**src/rtl/sci_pkg.sv**
```systemverilog
package sci_pkg;
  localparam int OVS      = 16;
  localparam int PH_W     = $clog2(OVS);
  localparam int SMP_A    = OVS / 2 - 1;
  localparam int SMP_B    = OVS / 2;
  localparam int SMP_C    = OVS / 2 + 1;

  typedef struct packed {
    logic loop_en;
    logic od_en;
    logic src_pad;
    logic nine;
    logic spare_a;
    logic spare_b;
    logic par_en;
    logic par_odd;
  } ctl_t;

  function automatic logic maj3(input logic a, input logic b, input logic c);
    return (a & b) | (a & c) | (b & c);
  endfunction
endpackage

```
**src/rtl/sci_baud.sv**
```systemverilog
module sci_baud #(
  parameter int TICK_DIV = 4
) (
  input  logic clk,
  input  logic rst,
  output logic tick
);
  localparam int CW = (TICK_DIV > 1) ? $clog2(TICK_DIV) : 1;
  logic [CW-1:0] cnt;

  always_ff @(posedge clk) begin
    if (rst) begin
      cnt  <= '0;
      tick <= 1'b0;
    end else if (cnt == CW'(TICK_DIV - 1)) begin
      cnt  <= '0;
      tick <= 1'b1;
    end else begin
      cnt  <= cnt + 1'b1;
      tick <= 1'b0;
    end
  end
endmodule

```
**src/rtl/sci_tx.sv**
```systemverilog
module sci_tx
  import sci_pkg::*;
(
  input  logic       clk,
  input  logic       rst,
  input  logic       tick,
  input  logic       en,
  input  logic       nine,
  input  logic       par_en,
  input  logic       par_odd,
  input  logic [8:0] data,
  input  logic       valid,
  output logic       ready,
  output logic       line
);
  logic [10:0]     sr;
  logic [8:0]      body;
  logic [3:0]      left;
  logic [PH_W-1:0] ph;
  logic            busy;

  always_comb begin
    body = nine ? data : {1'b1, data[7:0]};
    if (par_en) begin
      if (nine) body[8] = (^data[7:0]) ^ par_odd;
      else      body[7] = (^data[6:0]) ^ par_odd;
    end
  end

  assign ready = en & ~busy;
  assign line  = sr[0];

  always_ff @(posedge clk) begin
    if (rst) begin
      sr   <= '1;
      busy <= 1'b0;
      ph   <= '0;
      left <= '0;
    end else if (!busy) begin
      if (valid && ready) begin
        sr   <= {1'b1, body, 1'b0};
        busy <= 1'b1;
        ph   <= '0;
        left <= nine ? 4'd10 : 4'd9;
      end
    end else if (tick) begin
      if (ph == PH_W'(OVS - 1)) begin
        ph <= '0;
        sr <= {1'b1, sr[10:1]};
        if (left == 4'd0) busy <= 1'b0;
        else              left <= left - 1'b1;
      end else begin
        ph <= ph + 1'b1;
      end
    end
  end
endmodule

```
**src/rtl/sci_rx.sv**
```systemverilog
module sci_rx
  import sci_pkg::*;
(
  input  logic       clk,
  input  logic       rst,
  input  logic       tick,
  input  logic       en,
  input  logic       nine,
  input  logic       par_en,
  input  logic       par_odd,
  input  logic       line_in,
  output logic [8:0] data,
  output logic       valid,
  input  logic       ready,
  output logic       perr,
  output logic       ferr
);
  logic            s1, s2, sa, sb, busy, seen_high;
  logic [PH_W-1:0] ph;
  logic [3:0]      idx;
  logic [8:0]      sh;
  logic            vote;
  logic [3:0]      stop_idx;

  assign vote     = maj3(sa, sb, s2);
  assign stop_idx = nine ? 4'd10 : 4'd9;

  always_ff @(posedge clk) begin
    if (rst) begin
      s1 <= 1'b1; s2 <= 1'b1; sa <= 1'b1; sb <= 1'b1;
      busy <= 1'b0; seen_high <= 1'b0; ph <= '0; idx <= '0; sh <= '0;
      data <= '0; valid <= 1'b0; perr <= 1'b0; ferr <= 1'b0;
    end else begin
      s1 <= line_in;
      s2 <= s1;
      if (valid && ready) valid <= 1'b0;
      if (!busy) begin
        if (tick) begin
          if (s2) seen_high <= 1'b1;
          else if (seen_high && en) begin
            busy <= 1'b1;
            ph   <= '0;
            idx  <= '0;
          end
        end
      end else if (tick) begin
        if (ph == PH_W'(OVS - 1)) begin
          ph  <= '0;
          idx <= idx + 1'b1;
        end else begin
          ph <= ph + 1'b1;
        end
        if (ph == PH_W'(SMP_A)) sa <= s2;
        if (ph == PH_W'(SMP_B)) sb <= s2;
        if (ph == PH_W'(SMP_C)) begin
          if (idx == 4'd0) begin
            if (vote) busy <= 1'b0;
          end else if (idx == stop_idx) begin
            busy      <= 1'b0;
            seen_high <= 1'b0;
            valid     <= 1'b1;
            data      <= nine ? sh : {1'b0, sh[8:1]};
            ferr      <= ~vote;
            perr      <= par_en & ((nine ? ^sh : ^sh[8:1]) ^ par_odd);
          end else begin
            sh <= {vote, sh[8:1]};
          end
        end
      end
    end
  end
endmodule

```
**src/rtl/sci_pinmux.sv**
```systemverilog
module sci_pinmux (
  input  logic clk,
  input  logic rst,
  input  logic loop_en,
  input  logic od_en,
  input  logic src_pad,
  input  logic tx_en,
  input  logic rx_en,
  input  logic txd_dir,
  input  logic rxd_dir,
  input  logic rxd_gpio,
  input  logic tx_line,
  input  logic txd_in,
  input  logic rxd_in,
  output logic rx_src,
  output logic txd_o,
  output logic txd_oe,
  output logic txd_od,
  output logic rxd_o,
  output logic rxd_oe,
  output logic rxd_od
);
  logic looped, t_val, t_drv, r_val, r_drv;

  assign looped = loop_en & tx_en & rx_en;
  assign rx_src = !looped ? rxd_in : (src_pad ? txd_in : tx_line);

  always_comb begin
    if (!looped) begin
      t_val = tx_line;  t_drv = tx_en;
      r_val = 1'b1;     r_drv = 1'b0;
    end else begin
      t_val = txd_dir ? tx_line : 1'b1;
      t_drv = txd_dir | ~src_pad;
      r_val = rxd_gpio;
      r_drv = rxd_dir;
    end
  end

  always_ff @(posedge clk) begin
    if (rst) begin
      txd_o <= 1'b1; txd_oe <= 1'b0; txd_od <= 1'b0;
      rxd_o <= 1'b1; rxd_oe <= 1'b0; rxd_od <= 1'b0;
    end else begin
      txd_o  <= t_val;
      txd_oe <= t_drv & (~od_en | ~t_val);
      txd_od <= od_en;
      rxd_o  <= r_val;
      rxd_oe <= r_drv & (~od_en | ~r_val);
      rxd_od <= od_en;
    end
  end
endmodule

```
**src/rtl/sci_loopwire.sv**
```systemverilog
module sci_loopwire
  import sci_pkg::*;
#(
  parameter int TICK_DIV = 4
) (
  input  logic       clk,
  input  logic       rst,
  input  logic       cfg_we,
  input  logic [7:0] cfg_wdata,
  output logic [7:0] cfg_rdata,
  input  logic       tx_en,
  input  logic       rx_en,
  input  logic       txd_dir,
  input  logic       rxd_dir,
  input  logic       rxd_gpio,
  input  logic [8:0] tx_data,
  input  logic       tx_valid,
  output logic       tx_ready,
  output logic [8:0] rx_data,
  output logic       rx_perr,
  output logic       rx_ferr,
  output logic       rx_valid,
  input  logic       rx_ready,
  input  logic       txd_in,
  input  logic       rxd_in,
  output logic       txd_o,
  output logic       txd_oe,
  output logic       txd_od,
  output logic       rxd_o,
  output logic       rxd_oe,
  output logic       rxd_od
);
  ctl_t ctl;
  logic tick, tx_line, rx_src;

  always_ff @(posedge clk) begin
    if (rst)         ctl <= '0;
    else if (cfg_we) ctl <= ctl_t'(cfg_wdata);
  end
  assign cfg_rdata = ctl;

  sci_baud #(.TICK_DIV(TICK_DIV)) u_baud (.clk(clk), .rst(rst), .tick(tick));

  sci_tx u_tx (
    .clk(clk), .rst(rst), .tick(tick), .en(tx_en),
    .nine(ctl.nine), .par_en(ctl.par_en), .par_odd(ctl.par_odd),
    .data(tx_data), .valid(tx_valid), .ready(tx_ready), .line(tx_line)
  );

  sci_rx u_rx (
    .clk(clk), .rst(rst), .tick(tick), .en(rx_en),
    .nine(ctl.nine), .par_en(ctl.par_en), .par_odd(ctl.par_odd),
    .line_in(rx_src), .data(rx_data), .valid(rx_valid), .ready(rx_ready),
    .perr(rx_perr), .ferr(rx_ferr)
  );

  sci_pinmux u_pins (
    .clk(clk), .rst(rst), .loop_en(ctl.loop_en), .od_en(ctl.od_en),
    .src_pad(ctl.src_pad), .tx_en(tx_en), .rx_en(rx_en),
    .txd_dir(txd_dir), .rxd_dir(rxd_dir), .rxd_gpio(rxd_gpio),
    .tx_line(tx_line), .txd_in(txd_in), .rxd_in(rxd_in), .rx_src(rx_src),
    .txd_o(txd_o), .txd_oe(txd_oe), .txd_od(txd_od),
    .rxd_o(rxd_o), .rxd_oe(rxd_oe), .rxd_od(rxd_od)
  );
endmodule

```
**config.mk**
```make
export PLATFORM = sky130hd
export DESIGN_NAME = sci_loopwire
export DESIGN_NICKNAME = d
export VERILOG_FILES = /design/src/rtl/sci_pkg.sv /design/src/rtl/sci_baud.sv /design/src/rtl/sci_tx.sv /design/src/rtl/sci_rx.sv /design/src/rtl/sci_pinmux.sv /design/src/rtl/sci_loopwire.sv
export SDC_FILE = /design/constraint.sdc
export NUM_CORES = 1
export LEC_CHECK = 0
export BUFFER_PORTS_ARGS = -buffer_cell sky130_fd_sc_hd__buf_4
export CAP_MARGIN = 10
export CORE_ASPECT_RATIO = 1.4
export CORE_MARGIN = 3
export CORE_UTILIZATION = 50
export CTS_CLUSTER_DIAMETER = 120
export DETAILED_ROUTE_END_ITERATION = 8
export HOLD_SLACK_MARGIN = 0.1
export PLACE_DENSITY_LB_ADDON = 0.08
export SLEW_MARGIN = 20
export SYNTH_ARGS = -nofsm -noshare
export SYNTH_HDL_FRONTEND = slang
export SYNTH_SLANG_ARGS = --single-unit
```
**constraint.sdc**
```tcl
create_clock -name clk -period 1.44 [get_ports clk]
set_input_delay 0.288 -clock clk [delete_from_list [all_inputs] [get_ports clk]]
set_output_delay 0.288 -clock clk [all_outputs]
set_load 0.01 [all_outputs]
```
==> impl_summary.md <==
Critical path
The worst setup path is launched from a flop. Data on the critical path is required at its endpoint by 1.67 ns. The count of buffering cells on the critical path with inverters included is 3. The largest individual stage delay along the critical path comes from the cell sky130_fd_sc_hd__dfxtp_2.

The critical path goes through buf_6 > nor3b_4 > o21ai_4 > buf_6 > buf_6 > a211o_1 > a21oi_1 > nor2_1. The delay of the slowest cell on the worst path is 0.33 ns. The most prevalent standard cell on the critical path is sky130_fd_sc_hd__buf_6. The category of the worst setup path capture point is a flop.

In this run the worst path has a maximum fanout of 3. The arrival time of data at the critical path endpoint is 1.83 ns. The critical path's top delay family is compound AO/OA/AOI/OAI gates.

The critical setup path kind is flop to flop.

Job
The max capacitance violation total is 0.

GRT
The via count of the first global-routing pass is 2829. Entering global routing, the biggest net connects 33 pins. The number of antenna violations at the first check in global routing was 0. The total track usage is 21.2%.

The global-route wire length before repair is 12600 microns. The total grt overflow is 0.

Timing
On the final layout, the worst clock skew is 0.00783 ns. In the final timing run, aggregate negative setup slack is -1.68 ns. The count of endpoints failing setup in the final report is 22.

The worst slew margin relative to its limit is 66.6%. The final number of max-transition violations is 0. In the finished design, the share of the clock period the worst path needs comes to 111%.

The smallest clock period supported by the final layout is computed as 1.60 ns. Setup slack on the critical path of the routed design comes to -0.162 ns. The final hold violation count came to 0.

Setup repair after global routing could not meet its margin everywhere. At the pin with the least slew margin, the transition time is 0.500 ns. Timing would allow up to 0.624 GHz.

Power
The total power per unit cell area is 868 mW/mm^2. After layout, the design draws a total of 0.00417 W. In this run the static leakage power is 1.95 nW.

The worst-case IR drop observed on VDD is 761 uV.

Yosys
By area the synthesized netlist is led by sky130_fd_sc_hd__dfxtp_1 (42%), sky130_fd_sc_hd__mux2i_1 (8.2%), sky130_fd_sc_hd__nor2_1 (5.1%). The cell type with the highest aggregate area in the netlist is sky130_fd_sc_hd__dfxtp_1. Synthesis produced 362 cells. A synthesized cell averages 9.15 sq um. After synthesis, the share of flip-flops with an asynchronous set or reset is 0%. The count of distinct cell types in the synthesized netlist is 46. The total of warnings raised by yosys is 0. The synthesized design devotes to its leading area cell type 42.3% of total area.

The netlist area before placement is 0.00331 sq mm. The sequential element share of the synthesized area is 42.3%. The number of flip-flops and latches in the synthesized netlist is 70. The number of enable flip-flop cells after synthesis is 0.

Synthesis produced a netlist with a net count of 399. The predominant post-synthesis flop cell is sky130_fd_sc_hd__dfxtp_1.

Detailed routing
The remaining antenna violation count is 0. The sum of routed wire length over all layers is 8360 microns. The detail-routed net length per standard cell is 15.2 microns. The length of the first detailed-routing pass in iterations is 4. After detailed routing, the number of vias per cell comes to 5.45.

The count of unresolved DRC violations after routing is 0. For this block, the via count after detailed routing is 2997. The starting DRC count in detailed routing is 141.

Layout
The number of antenna diodes in the final layout is 0. In the layout the commonest cells are sky130_fd_sc_hd__buf_4 (105), sky130_fd_sc_hd__dfxtp_1 (59), sky130_fd_sc_hd__nor2_1 (41). The final net count is 511. In the final layout, the share of cells above drive strength 1 is 42.7%.

The final standard cell utilization of the core is 75.7%. The number of fill cells in the layout is 463. The non-filler instance count after layout is 550. Compared with the post-synthesis result, the final layout area differs by 44.9%.

Leaving out fill and tap cells, the most frequent cell in the layout is sky130_fd_sc_hd__buf_4.

Min path
The type of the tightest min-delay check is input port to flop.

Floorplan
The area of the core is 0.00634 sq mm. The floorplan has 34 rows. The effective utilization at floorplan is 52.2%. The floorplan step defined a die boundary enclosing 0.00765 sq mm. The floorplan die width is 74.8 microns. The die span in y is 102 microns. 56 I/O pins were placed.

Clocking
The clock latency on the worst-skew pair is 0.34 ns. TritonCTS built the clock tree. The TritonCTS sink count is 70. The clock passes through at most 2 buffers. The total clock buffers created by CTS is 9. The quantity of hold-fixing buffers added after cts is 0. The clock-pin slew on the worst setup and hold paths is 0.08 ns. The root buffer cell chosen for the clock tree is sky130_fd_sc_hd__clkbuf_8. In this run the number of H-tree levels came out at 3.

Place
The final estimated routing congestion in global placement is 0.851. In this run the tool buffered the top-level ports with 55 buffer cells. Including well taps, the total number of placed cells is 520. The wire-length estimate of the detail-placed layout is 5320 microns.

Status
The run finished, with violations left. The checks that failed: negative setup slack.
[kinds of logic (layout without fill, tap and decap cells)]
group | count (synthesis) | in the layout | share of synthesized area, %
AOI/OAI and AO/OA | 57 | 57 | 12.8
buffers and inverters | 36 | 152 | 5.44
and+or+nand+nor | 137 | 137 | 20.9
xor gates and xnor gates | 24 | 24 | 6.35
adders and majority gates | 9 | 9 | 3.33
DFF | 70 | 70 | 42.3
muxes | 29 | 29 | 8.84
[final timing paths]
check | endpoint | slack [ns] | cells after the start | start
setup / recovery | u_rx.busy | -0.16 | 8 | u_rx.idx[1]
hold / removal | u_pins.rxd_o | 0.15 | 2 | rxd_gpio
setup reg to reg | u_rx.busy | -0.16 | 8 | u_rx.idx[1]
hold reg to reg | u_rx.s2 | 0.42 | 1 | u_rx.s1
[metal layers]
| layer | wire [microns] | track usage [%] | up-vias |
|---|---|---|---|
| li1 | - | - | 1473 |
| met1 | 3700 | 26.5 | 1410 |
| met2 | 4140 | 35.3 | 97 |
| met3 | 367 | 4.23 | 17 |
| met4 | 157 | 8.22 | 0 |
| met5 | 0 | 0 | - |
[power breakdown]
group / leakage (nW) / switching (W) / internal, W
Clock: 0.0952 / 0.000730 / 0.000833
Sequential: 0.575 / 0.0000502 / 0.00200
Combinational: 1.28 / 0.000249 / 0.000306
[stage by stage]
stage	setup slack (ns)	hold slack, ns	cell area, sq um
3_3_place_gp	-0.116	0.404	4150
4_1_cts	-0.129	0.140	4550
6_report	-0.162	0.147	4800
2_1_floorplan	0.00381	0.389	3330
5_1_grt	-0.267	0.136	4800
3_5_place_dp	-0.151	0.407	4150
[layout make-up]
cell class	instances	area [sq um]	area share, %
multi-input cells	256	1970	41.1
flip-flops and latches	70	1420	29.6
repair buffers	127	1090	22.7
clock buffers	11	141	2.95
well taps	72	90.1	1.88
clock inverters	4	47.5	0.991
inverters	10	37.5	0.782
[state kept, by name (all words and copies together), names as in the netlist, 2 cells and up]
name        cells
u_tx.ph         4
u_rx.sh         9
u_tx.sr        10
cfg_rdata       8
u_rx.data       9
u_baud.cnt      2
u_rx.ph         4
u_tx.left       4
u_rx.idx        4
[cell usage after synthesis, types with 2 or more instances]
cell	n
sky130_fd_sc_hd__mux2i_1	27
sky130_fd_sc_hd__nand4_1	4
sky130_fd_sc_hd__nand3b_1	3
sky130_fd_sc_hd__dfxtp_1	70
sky130_fd_sc_hd__nor3_1	14
sky130_fd_sc_hd__nor2_1	45
sky130_fd_sc_hd__o21ai_0	3
sky130_fd_sc_hd__buf_2	6
sky130_fd_sc_hd__inv_1	10
sky130_fd_sc_hd__buf_4	10
sky130_fd_sc_hd__ha_1	8
sky130_fd_sc_hd__nor3b_1	6
sky130_fd_sc_hd__xor2_1	7
sky130_fd_sc_hd__nand3_1	17
sky130_fd_sc_hd__nand2_1	24
sky130_fd_sc_hd__and3b_1	3
sky130_fd_sc_hd__a211o_1	11
sky130_fd_sc_hd__xnor2_1	17
sky130_fd_sc_hd__a21oi_1	22
sky130_fd_sc_hd__or3_1	2
sky130_fd_sc_hd__a211oi_2	8
sky130_fd_sc_hd__a32oi_1	2
sky130_fd_sc_hd__a31oi_1	2
sky130_fd_sc_hd__nand2b_1	6
sky130_fd_sc_hd__nor2b_1	6
sky130_fd_sc_hd__clkbuf_1	9
[timing repair]
| item | CTS | global route |
|---|---|---|
| pin swaps | 17 | 26 |
| hold endpoints to repair | 0 | 0 |
| gates cloned | 1 | 0 |
| resized for setup | 28 | 53 |
| setup endpoints to repair | 37 | 47 |
| setup buffers | 10 | 7 |
Note: power is estimated with default switching activity, not from simulation.
